`src/rtl/ppa_pkg.sv`:
```
// Package: shared widths, handshake codes, mode encoding and detector states
// for the parallel-port address latch sequencer.
package ppa_pkg;
    localparam int DATA_W = 8;
    localparam int CTRL_W = 4;
    localparam int IDX_W  = 3;
    localparam int MODE_W = 3;

    localparam logic [CTRL_W-1:0] CODE_IDLE = 4'h4;
    localparam logic [CTRL_W-1:0] CODE_SEL  = 4'hC;
    localparam logic [CTRL_W-1:0] CODE_CLK  = 4'hE;

    localparam logic [DATA_W-1:0] BYTE_DISC = 8'h20;

    typedef enum logic [MODE_W-1:0] {
        MODE_REG      = 3'd0,
        MODE_WIDE_RD  = 3'd1,
        MODE_BYTE_BLK = 3'd2
    } xfer_mode_e;

    typedef enum logic [1:0] {
        ST_HUNT = 2'd0,
        ST_SEL1 = 2'd1,
        ST_CLK  = 2'd2,
        ST_SEL2 = 2'd3
    } det_state_e;
endpackage

```
`src/rtl/ppa_sync.sv`:
```
// Module: multi-stage synchronizer for a bus of asynchronous host lines.
// Assumes each line is quasi-static around the handshake, so skew between
// bits is resolved by the handshake itself, not by this module.
module ppa_sync #(
    parameter int              W       = 8,
    parameter int              STAGES  = 2,
    parameter logic [W-1:0]    RST_VAL = '0
) (
    input  logic         clk,
    input  logic         rst_n,
    input  logic [W-1:0] d,
    output logic [W-1:0] q
);
    logic [W-1:0] chain [STAGES];

    // Shift the asynchronous value through the register chain.
    always_ff @(posedge clk) begin
        if (!rst_n) begin
            for (int i = 0; i < STAGES; i++) chain[i] <= RST_VAL;
        end else begin
            chain[0] <= d;
            for (int i = 1; i < STAGES; i++) chain[i] <= chain[i-1];
        end
    end

    assign q = chain[STAGES-1];
endmodule

```
`src/rtl/ppa_seq_det.sv`:
```
// Module: handshake detector. Follows level changes of the synchronized
// control code through idle -> SEL -> CLK -> SEL -> idle. It takes the data
// byte when SEL first appears and strobes cap_stb in the cycle the final
// idle code is seen. Any other code aborts, and the next SEL re-arms.
// Assumes the inputs are already in the clk domain.
module ppa_seq_det
    import ppa_pkg::*;
(
    input  logic              clk,
    input  logic              rst_n,
    input  logic [CTRL_W-1:0] ctrl_s,
    input  logic [DATA_W-1:0] data_s,
    output logic              cap_stb,
    output logic [DATA_W-1:0] cap_byte
);
    det_state_e state_q;

    // Step the handshake state machine and take the byte on SEL entry.
    always_ff @(posedge clk) begin
        if (!rst_n) begin
            state_q  <= ST_HUNT;
            cap_byte <= '0;
        end else begin
            unique case (state_q)
                ST_HUNT: if (ctrl_s == CODE_SEL) begin
                    state_q  <= ST_SEL1;
                    cap_byte <= data_s;
                end
                ST_SEL1: if (ctrl_s == CODE_CLK)       state_q <= ST_CLK;
                         else if (ctrl_s != CODE_SEL)  state_q <= ST_HUNT;
                ST_CLK:  if (ctrl_s == CODE_SEL)       state_q <= ST_SEL2;
                         else if (ctrl_s != CODE_CLK)  state_q <= ST_HUNT;
                ST_SEL2: if (ctrl_s != CODE_SEL)       state_q <= ST_HUNT;
                default:                               state_q <= ST_HUNT;
            endcase
        end
    end

    // The capture ends when the return to idle follows the second SEL.
    assign cap_stb = (state_q == ST_SEL2) && (ctrl_s == CODE_IDLE);
endmodule

```
`src/rtl/ppa_decode.sv`:
```
// Module: combinational decode of a captured address/command byte into a
// disconnect flag, a validity flag, register index, space and mode.
// Assumes the byte is stable while the strobe that uses it is high.
module ppa_decode
    import ppa_pkg::*;
(
    input  logic [DATA_W-1:0] byte_in,
    output logic              is_disc,
    output logic              is_valid,
    output logic [IDX_W-1:0]  idx,
    output logic              space,
    output logic [MODE_W-1:0] mode_out
);
    // Classify the byte and pull out its fields.
    always_comb begin
        is_disc  = (byte_in == BYTE_DISC);
        is_valid = !is_disc && !byte_in[5] && (byte_in[3] ^ byte_in[4])
                   && (byte_in[7:6] != 2'b01);
        idx      = byte_in[IDX_W-1:0];
        space    = byte_in[4];
        unique case (byte_in[7:6])
            2'b10:   mode_out = MODE_WIDE_RD;
            2'b11:   mode_out = MODE_BYTE_BLK;
            default: mode_out = MODE_REG;
        endcase
    end
endmodule

```
`src/rtl/ppa_latch_seq.sv`:
```
// Module: top of the address latch sequencer. Synchronizes the host buses,
// detects the handshake, decodes the byte and registers all outputs.
// Assumes host_data is set before the handshake and held through SEL entry.
module ppa_latch_seq
    import ppa_pkg::*;
#(
    parameter int SYNC_STAGES = 2
) (
    input  logic              clk,
    input  logic              rst_n,
    input  logic [DATA_W-1:0] host_data,
    input  logic [CTRL_W-1:0] host_ctrl,
    output logic              addr_valid,
    output logic [IDX_W-1:0]  reg_index,
    output logic              space_sel,
    output logic [MODE_W-1:0] mode,
    output logic              disconnect
);
    logic [DATA_W-1:0] data_s;
    logic [CTRL_W-1:0] ctrl_s;
    logic              cap_stb;
    logic [DATA_W-1:0] cap_byte;
    logic              dec_disc, dec_valid, dec_space;
    logic [IDX_W-1:0]  dec_idx;
    logic [MODE_W-1:0] dec_mode;

    ppa_sync #(.W(DATA_W), .STAGES(SYNC_STAGES), .RST_VAL('0)) u_sync_data (
        .clk(clk), .rst_n(rst_n), .d(host_data), .q(data_s)
    );

    ppa_sync #(.W(CTRL_W), .STAGES(SYNC_STAGES), .RST_VAL(CODE_IDLE)) u_sync_ctrl (
        .clk(clk), .rst_n(rst_n), .d(host_ctrl), .q(ctrl_s)
    );

    ppa_seq_det u_det (
        .clk(clk), .rst_n(rst_n), .ctrl_s(ctrl_s), .data_s(data_s),
        .cap_stb(cap_stb), .cap_byte(cap_byte)
    );

    ppa_decode u_dec (
        .byte_in(cap_byte), .is_disc(dec_disc), .is_valid(dec_valid),
        .idx(dec_idx), .space(dec_space), .mode_out(dec_mode)
    );

    // Register pulses and decoded fields on a completed capture.
    always_ff @(posedge clk) begin
        if (!rst_n) begin
            addr_valid <= 1'b0;
            disconnect <= 1'b0;
            reg_index  <= '0;
            space_sel  <= 1'b0;
            mode       <= '0;
        end else begin
            addr_valid <= cap_stb && dec_valid;
            disconnect <= cap_stb && dec_disc;
            if (cap_stb && dec_disc) begin
                reg_index <= '0;
                space_sel <= 1'b0;
                mode      <= '0;
            end else if (cap_stb && dec_valid) begin
                reg_index <= dec_idx;
                space_sel <= dec_space;
                mode      <= dec_mode;
            end
        end
    end
endmodule

```
`config.mk`:
```
export PLATFORM = sky130hd
export DESIGN_NAME = ppa_latch_seq
export DESIGN_NICKNAME = d
export VERILOG_FILES = /design/src/rtl/ppa_pkg.sv /design/src/rtl/ppa_sync.sv /design/src/rtl/ppa_seq_det.sv /design/src/rtl/ppa_decode.sv /design/src/rtl/ppa_latch_seq.sv
export SDC_FILE = /design/constraint.sdc
export NUM_CORES = 1
export LEC_CHECK = 0
export CORE_AREA = 2 2 78 43
export CTS_CLUSTER_SIZE = 14
export DETAILED_ROUTE_END_ITERATION = 8
export DIE_AREA = 0 0 80 45
export GPL_TIMING_DRIVEN = 0
export PLACE_DENSITY = 0.82
export SYNTH_ARGS = -nofsm -noshare
export SYNTH_HDL_FRONTEND = slang
export SYNTH_SLANG_ARGS = --single-unit
export TNS_END_PERCENT = 50
```
`constraint.sdc`:
```
create_clock -name clk -period 1.5 [get_ports clk]
set_input_delay 0.3 -clock clk [delete_from_list [all_inputs] [get_ports clk]]
set_output_delay 0.3 -clock clk [all_outputs]
set_load 0.05 [all_outputs]
```
======== Word-level counts from Yosys, hierarchy flattened ========
Memories as Yosys holds them, arrays and structs flattened. A register that Yosys moved wholly into a read port is not among the register bits.
Index checks and enable logic that the tools add are counted.
word-level totals
  register bits ........................... 11
  memory bits (writable) .................. 24
  bits of input ports ..................... 14
  output and inout port bits .............. 9
  word-level logic and storage cells ...... 54
  memories kept ........................... 2
cells by class
  equal/unequal tests ..................... 14
  multiplexer cells ....................... 13
  bitwise logic cells ..................... 6
  reduce and logical (&&, ||, !) cells .... 13
memories
  memory             words  bits a word  read ports  clocked after Yosys merged registers in  write ports  line            source
  u_sync_data.chain  2      8            2           1                                        2            ppa_sync.sv:14  logic [W-1:0] chain [STAGES];
  u_sync_ctrl.chain  2      4            2           0                                        2            ppa_sync.sv:14
operator list
  kind                  number
  $mux W8               2
  $mux W2               5
  $eq A2 B2 Y1 const B  4
  $eq A4 B4 Y1 const B  2
  $eq A8 B6 Y1 const B  1
  $mux W4               2
  $ne A4 B4 Y1 const B  2
  $pmux W2 S4           1
  $logic_and A1 B1 Y1   6
  $eq A4 B3 Y1 const B  1
  $ne A2 B1 Y1 const B  2
  $or A1 B1 Y1          4
  $pmux W2 S2           1
  $reduce_and A2 Y1     2
  $logic_not A1 Y1      3
  $ne A3 B1 Y1 const B  1
  $eq A2 B1 Y1 const B  1
  $logic_not A2 Y1      1
  $mux W1               2
  $reduce_or A2 Y1      1
  $not A1 Y1            1
  $xor A1 B1 Y1         1

======== Longest topological paths before layout ========
  depth in word-level cells ............... 6
  depth in mapped cells ................... 5
  depth with buffers taken out ............ 4

======== Cells and area by module ========
A second synthesis with hierarchy kept.
second synthesis, totals
  cells, all modules ...................... 156
  area, all modules ....................... 1,576.5 um^2
by module, submodules not included
  module                   times used  cells each  area an instance (um^2)  sequential area each (um^2)
  ppa_sync at u_sync_data  1           41          506.7                    320.3
  ppa_seq_det              1           46          414.1                    200.2
  ppa_latch_seq            1           35          317.8                    180.2
  ppa_sync at u_sync_ctrl  1           20          240.2                    160.2
  ppa_decode               1           14          97.6                     0.0

======== Worst setup path after synthesis ========
No wires, ideal clock.
  kind .................................... register to register
  start point ............................. reg u_det.cap_byte[6], read port of u_sync_data.chain
  end point ............................... reg reg_index[0]
  library setup time ...................... 0.121 ns
  arrival time ............................ 1.107 ns
  data required time ...................... 1.379 ns
  setup slack ............................. 0.271 ns
  cell stages (with the launch flop) ...... 6
  path buffers ............................ 1
  period minus slack after synthesis ...... 1.229 ns
  cells stage by stage .................... dfxtp_1 -> nor2b_1 -> or3_1 -> buf_6 -> o21ai_1 -> a21oi_1
on the way
  longest elaborated chain between the ends .. 6
  elaborated cells on any way between the ends .. 9
  classes of those cells .................. 2 x eq/ne; 7 x reduce/logical
RTL lines
  what                               line                 source
  start: declaration                 ppa_seq_det.sv:14    output logic [DATA_W-1:0] cap_byte
  $eq A8 B6 Y1                       ppa_decode.sv:16     is_disc = (byte_in == BYTE_DISC);
  $logic_not A1 Y1                   ppa_decode.sv:17     is_valid = !is_disc && !byte_in[5] && (byte_in[3] ^ byte_in[4])
  $logic_and A1 B1 Y1 (2 in series)  ppa_decode.sv:17
  $logic_and A1 B1 Y1                ppa_decode.sv:18     && (byte_in[7:6] != 2'b01);
  $logic_and A1 B1 Y1                ppa_latch_seq.sv:60  end else if (cap_stb && dec_valid) begin
  end signal: assignment             ppa_latch_seq.sv:61  reg_index <= dec_idx;
  end: declaration                   ppa_latch_seq.sv:14  output logic [IDX_W-1:0] reg_index,
Parallel ways exist; a longest one is shown, timed or not.
A chain may end at the register's enable or synchronous reset.

======== Final worst setup path ========
  start point ............................. reg reg_index[0]
  end point ............................... out reg_index[0]
No word-level cell between the ends.

==> results by group <==
Floorplanning
  • Die width: 80 um
  • Boundary Pins: 23
  • Die footprint: 3600 um^2
  • # rows: 14
  • Core area: 2870 um^2
  • DIE HEIGHT: 45 um
  • Initial Utilization: 48.2%

Route
  • Initial DRT Pass Iterations: 4
  • DRC: 0
  • Met3 WL: 164 um
  • Via density per instance: 4.70
  • Aggregate routed wire length: 2310 um
  • Top Layer Used: met4
  • Vias: 926
  • DR WL/cell: 11.7 um
  • Initial DRC count: 29
  • Routed wl met2: 988 um
  • Post-DRT Antenna Nets: 0
  • DRT met1 WL: 1130 um

Worst setup path
  • Crit Path Class: flip-flop to output pin
  • Critical Path AT: 1.17 ns
  • Worst setup EP type: output pin
  • Slowest-stage cell, CP: dlygate4sd2_1
  • Buf/Inv on CP: 1
  • CP max FO: 2
  • Top Family by Delay on Critical Path: buffers and inverters
  • Crit path required time: 1.20 ns
  • Crit-path max cell delay: 0.53 ns
  • Crit-path cells: dlygate4sd2_1
  • Startpoint Class: flip-flop

Timing
  • Final setup viols: 0
  • Sum Neg Setup Slack: 0 ns
  • Period utilisation layout: 97.8%
  • Slew Limit Fails: 0
  • Hold Fails Final Rpt: 0
  • Crit path time final: 1.47 ns
  • Worst Slack Setup Final: 0.0336 ns
  • Unrepaired setup endpoints after global routing: no
  • Final Skew: 0.00380 ns
  • Max Freq: 682 MHz

CTS
  • Clock sink total: 42
  • H-tree levels: 2
  • Postcts setup bufs: 0
  • CTS tree: yes
  • Clock buffer depth: 2
  • CTS root buf: clkbuf_8
  • Reg clk slew, reported paths: 0.07 ns
  • Num CTS Buffers: 5
  • Clock Latency Late Sink: 0.29 ns

GRT
  • Congestion Overflow GR: 0
  • First-pass GRT wire length: 3870 um
  • Vias in the first global route: 854
  • Total GRT Usage: 15.3%
  • Largest net degree at the start of global routing: 13
  • Initial antenna violation count: 0

Finish
  • Commonest non-fill, non-tap cell in the layout: dfxtp_1
  • Filler instances: 261
  • P&R area growth vs syn: 23.8%
  • Most frequent cells in the layout: 42 x dfxtp_1, 23 x and2_1, 12 x clkdlybuf4s50_1, 11 x nor2_1, 8 x mux2i_1
  • Design area: 1710 um^2
  • # diodes: 0
  • # nets final: 170
  • Layout cells sized above 1: 10.2%
  • Utilization after layout: 59.6%

Logic synthesis
  • Cell Area, Synth: 1380 um^2
  • Post-Syn Instances: 129
  • Unique masters post-synth: 28
  • Syn Nets: 143
  • Register area share after synthesis: 60.8%
  • Syn avg cell area: 10.7 um^2
  • Synth warn: 0
  • Register bit total from synthesis: 42

Placement
  • Final HPWL DP: 1730 um
  • Pre-CTS WS: 0.0608 ns
  • IO Port Bufs: 20
  • Gp weighted congestion: 0.808
  • Placed Instance Area: 1630 um^2

Power
  • Peak VDD IR: 566 uV
  • Lkg Pwr: 0.737 nW
  • PD cells: 1150 nW/um^2

Outcome
  • Status: finished, final reports clean

Run
  • Max Cap Viol: 0

Worst hold path
  • HP Class: primary input to flip-flop
synth_stat cells (all sizes together):
master  count  area share, %
a21oi       6            2.2
and2       23             10
and4bb      1           0.90
buf         3            1.9
clkbuf      3           0.90
clkinv      1           0.27
conb        1           0.27
dfxtp      42             61
mux2i       8            5.8
nand2       3           0.81
nand2b      2           0.90
nand3       6            2.5
nand4       2           0.90
nand4b      1           0.63
nor2       11            3.0
nor2b       2            1.1
nor3        3            1.8
nor4        1           0.45
nor4b       1           0.63
o21ai       6            2.2
or3         1           0.45
xnor2       1           0.63
xor2        1           0.63
path summary, 6_finish.rpt:
kind	startpoint	endpoint	slack (ns)	cells after the start
worst max-delay path	reg_index[0]$_SDFFE_PP0P_	reg_index[0]	0.03	1
worst min-delay path	rst_n	u_sync_ctrl.chain[0][6]$_SDFF_PN1_	0.29	2
worst max register to register	u_det.cap_byte[6]$_SDFFE_PN0P_	space_sel$_SDFFE_PP0P_	0.14	5
worst min register to register	u_sync_data.chain[0][5]$_SDFF_PN0_	u_sync_data.chain[1][5]$_SDFF_PN0_	0.43	1
repair_timing:
item | 4_1_cts | 5_1_grt
hold buffers | 0 | 0
gates resized for setup | 8 | 3
hold endpoints to repair | 0 | 0
setup endpoints to repair | 8 | 2
cell type report:
| class | instances | area (um^2) | area share [%] |
|---|---|---|---|
| Buffer | 6 | 38.8 | 2.26 |
| Inverter | 1 | 3.75 | 0.219 |
| Multi-Input combinational cell | 80 | 500 | 29.2 |
| Timing Repair Buffer | 20 | 188 | 11.0 |
| Sequential cell | 42 | 841 | 49.1 |
| Tap cell | 40 | 50.0 | 2.92 |
| Clock buffer | 7 | 86.3 | 5.04 |
| Clock inverter | 1 | 5.00 | 0.292 |
flip-flops by register name, summed over array words and instances (netlist names):
signal / count
addr_valid: 1
disconnect: 1
mode: 2
reg_index: 3
space_sel: 1
u_det.cap_byte: 8
u_det.state_q: 2
u_sync_ctrl.chain: 8
u_sync_data.chain: 16
routing by layer:
metal,vias up,track usage [%]
li1,481,-
met1,415,18.6
met2,26,23.0
met3,4,9.00
met4,0,5.08
met5,-,0
power by group:
part           switching (mW)  total, mW  leakage, nW  internal [mW]
registers              0.0110       1.16        0.344           1.15
clock network           0.349      0.720       0.0482          0.371
logic                  0.0410     0.0963        0.345         0.0553
total                   0.401       1.97        0.737           1.57
metrics by stage:
step	power (mW)	cells	hold WS, ns
floorplan	1.24	129	0.386
global placement	1.28	189	0.397
detailed placement	1.28	189	0.414
CTS	2.00	197	0.287
global route	2.06	197	0.288
finish	1.97	197	0.289
cells by family after synthesis:
family	after synthesis	share of synthesized area [%]
buf+inv	7	3.07
other cells	1	0.271
flops	42	60.8
mux	8	5.79
simple gates	57	24.5
compound gates	12	4.34
xor+xnor	2	1.27
(Power assumes the default switching activity.)
